**config.mk**
```make
export PLATFORM = sky130hd
export DESIGN_NAME = spi_bitclk_div
export DESIGN_NICKNAME = d
export VERILOG_FILES = /design/src/rtl/spi_bitclk_pkg.sv /design/src/rtl/spi_bitclk_cfg.sv /design/src/rtl/spi_bitclk_phase.sv /design/src/rtl/spi_bitclk_level.sv /design/src/rtl/spi_bitclk_div.sv
export SDC_FILE = /design/constraint.sdc
export NUM_CORES = 1
export LEC_CHECK = 0
export BUFFER_PORTS_ARGS = -buffer_cell sky130_fd_sc_hd__buf_2
export CAP_MARGIN = 20
export CORE_UTILIZATION = 59
export DETAILED_ROUTE_END_ITERATION = 6
export PLACE_DENSITY = 0.82
export SYNTH_ARGS = -nofsm -noshare
export SYNTH_HDL_FRONTEND = slang
export SYNTH_SLANG_ARGS = --single-unit
```
**constraint.sdc**
```tcl
create_clock -name clk -period 3 [get_ports clk]
set_input_delay 0.6 -clock clk [delete_from_list [all_inputs] [get_ports clk]]
set_output_delay 0.6 -clock clk [all_outputs]
set_load 0.005 [all_outputs]
```
**src/rtl/spi_bitclk_pkg.sv**
```systemverilog
package spi_bitclk_pkg;
  // Meaning of the mode-select bit in the control word
  typedef enum logic {
    MODE_EXP = 1'b0,
    MODE_LIN = 1'b1
  } div_mode_e;
endpackage

```
**src/rtl/spi_bitclk_cfg.sv**
```systemverilog
module spi_bitclk_cfg #(
  parameter int LIN_W  = 8,
  parameter int EXP_W  = 4,
  parameter int HALF_W = 15
) (
  input  logic                       clk,
  input  logic                       rst_n,
  input  logic                       run_i,
  input  logic [LIN_W+EXP_W:0]       ctrl_i,
  output logic [HALF_W-1:0]          half_o
);
  import spi_bitclk_pkg::*;
  localparam int CTRL_W = LIN_W + EXP_W + 1;

  // Half period in module cycles for one control word
  function automatic logic [HALF_W-1:0] half_of(input logic [CTRL_W-1:0] c);
    logic [EXP_W-1:0]  m;
    logic [HALF_W-1:0] r;
    if (div_mode_e'(c[CTRL_W-1]) == MODE_LIN) begin
      r = HALF_W'(c[LIN_W-1:0]) + HALF_W'(1);
    end else begin
      m = c[LIN_W +: EXP_W];
      if (m == '0) m = EXP_W'(1);
      r = HALF_W'(1) << (m - EXP_W'(1));
    end
    return r;
  endfunction

  logic [HALF_W-1:0] half_q;
  logic              capture_w;

  assign capture_w = !run_i;
  assign half_o    = half_q;

  always_ff @(posedge clk or negedge rst_n) begin
    if (!rst_n)         half_q <= HALF_W'(1);
    else if (capture_w) half_q <= half_of(ctrl_i);
  end


  cfg_hold_chk: assert property (@(posedge clk) disable iff (!rst_n)
    $past(rst_n) && $past(run_i) |-> $stable(half_q));
endmodule

```
**src/rtl/spi_bitclk_phase.sv**
```systemverilog
module spi_bitclk_phase #(
  parameter int HALF_W = 15
) (
  input  logic              clk,
  input  logic              rst_n,
  input  logic              run_i,
  input  logic [HALF_W-1:0] half_i,
  output logic              wrap_o,
  output logic              tick_o
);
  logic [HALF_W-1:0] cnt_q;
  logic              tick_q;

  assign wrap_o = run_i && (cnt_q == (half_i - HALF_W'(1)));
  assign tick_o = tick_q;

  always_ff @(posedge clk or negedge rst_n) begin
    if (!rst_n) begin
      cnt_q  <= '0;
      tick_q <= 1'b0;
    end else begin
      tick_q <= wrap_o;
      if (!run_i || wrap_o) cnt_q <= '0;
      else                  cnt_q <= cnt_q + HALF_W'(1);
    end
  end


  cnt_bound_chk: assert property (@(posedge clk) disable iff (!rst_n)
    cnt_q < half_i);

  idle_clear_chk: assert property (@(posedge clk) disable iff (!rst_n)
    $past(rst_n) && !$past(run_i) |-> (cnt_q == '0) && !tick_q);
endmodule

```
**src/rtl/spi_bitclk_level.sv**
```systemverilog
module spi_bitclk_level (
  input  logic clk,
  input  logic rst_n,
  input  logic run_i,
  input  logic cpol_i,
  input  logic wrap_i,
  output logic sclk_o
);
  logic sclk_q;

  assign sclk_o = sclk_q;

  always_ff @(posedge clk or negedge rst_n) begin
    if (!rst_n)      sclk_q <= 1'b0;
    else if (!run_i) sclk_q <= cpol_i;
    else if (wrap_i) sclk_q <= ~sclk_q;
  end


  idle_level_chk: assert property (@(posedge clk) disable iff (!rst_n)
    $past(rst_n) && !$past(run_i) |-> sclk_q == $past(cpol_i));
endmodule

```
**src/rtl/spi_bitclk_div.sv**
```systemverilog
module spi_bitclk_div #(
  parameter int LIN_W = 8,
  parameter int EXP_W = 4
) (
  input  logic                 clk,
  input  logic                 rst_n,
  input  logic                 run_i,
  input  logic                 cpol_i,
  input  logic [LIN_W+EXP_W:0] div_ctrl_i,
  output logic                 sclk_o,
  output logic                 edge_tick_o
);
  localparam int EXP_HW = (1 << EXP_W) - 1;
  localparam int HALF_W = (LIN_W + 1 > EXP_HW) ? LIN_W + 1 : EXP_HW;

  logic [HALF_W-1:0] half_w;
  logic              wrap_w;
  logic              tick_w;
  logic              sclk_w;

  spi_bitclk_cfg #(.LIN_W(LIN_W), .EXP_W(EXP_W), .HALF_W(HALF_W)) cfg_i (
    .clk(clk), .rst_n(rst_n), .run_i(run_i), .ctrl_i(div_ctrl_i), .half_o(half_w));

  spi_bitclk_phase #(.HALF_W(HALF_W)) phase_i (
    .clk(clk), .rst_n(rst_n), .run_i(run_i), .half_i(half_w),
    .wrap_o(wrap_w), .tick_o(tick_w));

  spi_bitclk_level level_i (
    .clk(clk), .rst_n(rst_n), .run_i(run_i), .cpol_i(cpol_i),
    .wrap_i(wrap_w), .sclk_o(sclk_w));

  assign sclk_o      = sclk_w;
  assign edge_tick_o = tick_w;


  tick_moves_chk: assert property (@(posedge clk) disable iff (!rst_n)
    $past(rst_n) && edge_tick_o |-> sclk_o != $past(sclk_o));

  still_without_tick_chk: assert property (@(posedge clk) disable iff (!rst_n)
    $past(rst_n) && $past(run_i) && !edge_tick_o |-> $stable(sclk_o));

  half_nonzero_chk: assert property (@(posedge clk) disable iff (!rst_n)
    half_w != '0);
endmodule

```
Word-level counts from Yosys, hierarchy flattened --
Cells that the tools add are included.
Operators by class: $add $sub $neg 4, equality and inequality tests 2, shift operators 1, muxes and demuxes 7, bitwise operators 1, reductions and logical operators 4
Operator list (number):
- two-way mux 15 bit | 2
- adder 15 x 1 -> 15 bit, second input constant | 1
- == test 15 bit | 1
- left shift 1 x 4 -> 15 bit, first input constant | 1
- subtractor 15 x 1 -> 15 bit, second input constant | 1
- two-way mux 4 bit | 3
- adder 8 x 1 -> 9 bit, second input constant | 1
- zero test 4 bit | 1
- subtractor 4 x 1 -> 4 bit, second input constant | 1
- two-way mux 1 bit | 2
- != test 2 x 1 -> 1 bit, second input constant | 1
- logical AND 1 bit | 1
- zero test 1 bit | 1
- logical OR 1 bit | 1
- NOT 1 bit | 1
Storage, ports and cells: register bits 32, bits of input ports 17, output and inout port bits 2, word-level logic and storage cells 23

Longest topological paths before layout --
depth in word-level cells 7, depth in mapped cells 10, gate-level depth less buffers 8

Cells and area by module --
A second synthesis with hierarchy kept.
Unflattened totals: cell total of the unflattened synthesis 241, area, all modules 2125.8 um^2
By module, submodules not included:
- spi_bitclk_phase | times used 1, cells an instance 146, area an instance 1257.5 um^2
- spi_bitclk_cfg | times used 1, cells an instance 91, area an instance 825.8 um^2
- spi_bitclk_level | times used 1, cells an instance 4, area an instance 42.5 um^2

Worst setup path before layout --
Ideal clock, no wire load.
path kind reg2reg, start point reg cfg_i.half_q[3] (netlist: cfg_i.half_o[3]), end point reg phase_i.cnt_q[1], setup time 0.120 ns, arrival 2.632 ns, setup slack 0.249 ns, cell stages (with the launch flop) 7, period minus slack after synthesis 2.751 ns, path through dfrtp_1 -> or4_4 -> or4_1 -> and3_1 -> o32a_4 -> or4_1 -> and3_1
Between the ends: cells in the longest elaborated chain, start to end 5
Ends and longest elaborated chain:
- from (decl) | RTL line spi_bitclk_cfg.sv:29 | logic [HALF_W-1:0] half_q;
- from (signal assigned) | RTL line spi_bitclk_cfg.sv:37 | else if (capture_w) half_q <= half_of(ctrl_i);
- subtractor 15 x 1 -> 15 bit | RTL line spi_bitclk_phase.sv:14 | assign wrap_o = run_i && (cnt_q == (half_i - HALF_W'(1)));
- == test 15 bit | RTL line spi_bitclk_phase.sv:14
- logical AND 1 bit | RTL line spi_bitclk_phase.sv:14
- logical OR 1 bit | RTL line spi_bitclk_phase.sv:23 | if (!run_i || wrap_o) cnt_q <= '0;
- two-way mux 15 bit | RTL line spi_bitclk_phase.sv:23
- to (signal assigned) | RTL line spi_bitclk_phase.sv:24 | else cnt_q <= cnt_q + HALF_W'(1);
- to (decl) | RTL line spi_bitclk_phase.sv:11 | logic [HALF_W-1:0] cnt_q;
Every way passes these cells. A chain may end at the register's enable or synchronous reset.

Worst setup path in the final report --
start point reg cfg_i.half_q[4] (netlist: cfg_i.half_o[4]), end point reg phase_i.cnt_q[1]
Same word-level chain as after synthesis.

==> results.json <==
{
  "dp_slack_ns": 0.1819,
  "synth_flop_cell": "dfrtp_1",
  "yosys_register_bits": 32,
  "cts_inserted_buffers": 5,
  "cts_sinks": 32,
  "dp_hpwl_um": 3747,
  "p_leak_nw": 1.079,
  "met3_usage_pct": 5.072,
  "grt_max_degree": 33,
  "grt_setup_unrepaired": "no",
  "peakVddDrop_mv": 0.3240,
  "critPathLaunchType": "flop",
  "stdcell_area_um2": 2412,
  "path_class": "flop to flop",
  "reg2reg_depth": 6,
  "cts_root_buffer": "clkbuf_8",
  "diodes": 0,
  "drive_above_1_share_pct": 14.83,
  "fin_nets": 283,
  "grt_pass1_vias": 1864,
  "final_core_util_pct": 69.55,
  "path_buf_inv": 0,
  "fillers": 295,
  "yosysSeqAreaShare_pct": 36.40,
  "portBuffers": 18,
  "die_x_um": 63.11,
  "powerDensity_nw_per_um2": 422.6,
  "layout_commonest_cell": "dfrtp_1",
  "relSlewSlack_pct": 54.26,
  "syn_area_um2": 2203,
  "cts_hold_buf": 0,
  "vias_per_cell": 6.217,
  "synth_nets": 267,
  "grt-busiest-layer": "met2",
  "die-area_um2": 3983,
  "clock_skew_ns": 0.006406,
  "crit_required_ns": 3.18,
  "grt_pass1_wl_um": 8666,
  "vias": 1921,
  "drtPass1Iterations": 4,
  "layout_common_cells": "31 x dfrtp_1, 25 x nor2_1, 23 x xor2_1",
  "clk_path_buf_depth": 2,
  "crit_slowest_cell": "or4_1",
  "ant_nets": 0,
  "place_inst": 302,
  "syn_area_per_cell_um2": 8.920,
  "place_area_um2": 2335,
  "ys_warn_count": 0,
  "worstMarginPinSlew_ns": 0.6769,
  "htreeDepth": 2,
  "antenna_found_initial": 0,
  "fmax_ghz": 0.3528,
  "cp-end-kind": "flop",
  "ys_types": 52,
  "hold_viol": 0,
  "tns_ns": 0,
  "cts_setup_buffers": 0,
  "core_area_um2": 3468,
  "ff2ff_setup_slack_ns": 0.17,
  "crit_family": "simple AND/OR/NAND/NOR gates",
  "die_height_um": 63.11,
  "wire_per_inst_um": 16.01,
  "globalplace.congestion": 0.9239,
  "post_cts_resized": 0,
  "clk_pin_slew_worst_paths_ns": 0.07,
  "final_cells": 309,
  "r2r-end": "phase_i.cnt_q[1]",
  "slew_violations": 0,
  "critPathMaxStageDelay_ns": 0.57,
  "wl_um": 4946,
  "status": "complete, no violations",
  "setup_viol": 0,
  "fin_crit_sh_pct": 94.49,
  "maxCapViolations": 0,
  "p_total_mw": 1.019,
  "ios": 19,
  "first_iter_violations": 173,
  "reg2reg_from": "cfg_i.half_o[4]",
  "syn-instance-count": 247,
  "path_max_fanout": 6,
  "hp-class": "primary input to asynchronous set/reset pin",
  "fin_ws_ns": 0.1653,
  "start_util_pct": 63.53,
  "cts_tree": "built",
  "drc": 0,
  "clock_latency_ns": 0.29,
  "holdWs_ns": 0.3443,
  "rows": 21,
  "use_met1_pct": 40.67,
  "grt.overflow.total": 0,
  "synth_edf_count": 0,
  "layout_min_cycle_time_ns": 2.835,
  "grt.total_usage_pct": 28.39,
  "crit_path_cell_trace": "or4_4 -> or4_1 -> and3_1 -> o32a_4 -> or4_1 -> and3_1",
  "async_flop_share_pct": 100.0,
  "arrival_ns": 3.01,
  "grtUsageMet2_pct": 41.40,
  "area_delta_synth_final_pct": 9.483
}
==> final cells by class <==
| type | instances | area, um^2 | share of cell area (%) |
|---|---|---|---|
| clock buffers | 6 | 72.57 | 3.008 |
| repair buffers | 24 | 135.1 | 5.602 |
| well taps | 46 | 57.56 | 2.386 |
| clock inverters | 1 | 5.005 | 0.2075 |
| flip-flops and latches | 32 | 802.0 | 33.25 |
| inverters | 7 | 26.28 | 1.089 |
| multi-input cells | 193 | 1314 | 54.46 |
==> layer usage <==
layer	wire [um]	vias up	share of wire [%]
li1	-	930	-
met1	2342	938	47
met2	2286	42	46
met3	218	11	4.4
met4	98	0	2.0
met5	0	-	0
==> flip-flops by register name (all words and copies together), names as in the netlist <==
signal and cells:
phase_i.cnt_q 15, phase_i.tick_o 1, level_i.sclk_o 1, cfg_i.half_o 15
==> cells in the mapped netlist (all sizes together), types with 4 or more instances <==
cell	number	area share, %
a21oi	8	1.8
and3	8	2.3
clkbuf	12	2.0
dfrtp	31	35
inv	7	1.2
nand2	15	2.6
nand3	10	2.3
nand4	7	2.0
nor2	25	4.3
nor3	9	2.0
nor3b	4	1.4
nor4	4	1.1
o21ai	5	1.1
or2	4	1.1
or4	4	1.5
xnor2	17	6.8
xor2	23	9.1
==> worst max-delay path by stage <==
stage / from / to / slack, ns / cells after the start
CTS: cfg_i.half_o[4] / phase_i.cnt_q[1] / 0.18 / 6
detailed placement: cfg_i.half_o[4] / phase_i.cnt_q[1] / 0.18 / 6
global route: cfg_i.half_o[0] / phase_i.cnt_q[1] / 0.06 / 8
floorplan: cfg_i.half_o[3] / phase_i.cnt_q[1] / 0.25 / 6
global placement: cfg_i.half_o[4] / phase_i.cnt_q[1] / 0.25 / 6
finish: cfg_i.half_o[4] / phase_i.cnt_q[1] / 0.17 / 6
==> cells by family (layout without fill, tap and decap cells) <==
logic type | count (synthesis) | count (layout) | share of synthesized area (%)
DFF | 32 | 32 | 36.40
adders and majority gates | 3 | 3 | 1.704
and+or+nand+nor | 104 | 104 | 25.16
xor gates and xnor gates | 40 | 40 | 15.90
muxes | 1 | 1 | 0.5110
AOI/OAI and AO/OA | 45 | 45 | 16.35
buffers and inverters | 22 | 38 | 3.975
==> where the power goes <==
group	internal, mW	switching (mW)	total [mW]
combinational	0.0958	0.130	0.226
sequential	0.451	0.0277	0.479
clock	0.157	0.157	0.314
total	0.704	0.315	1.02
Note: power is estimated with default switching activity, not from simulation.
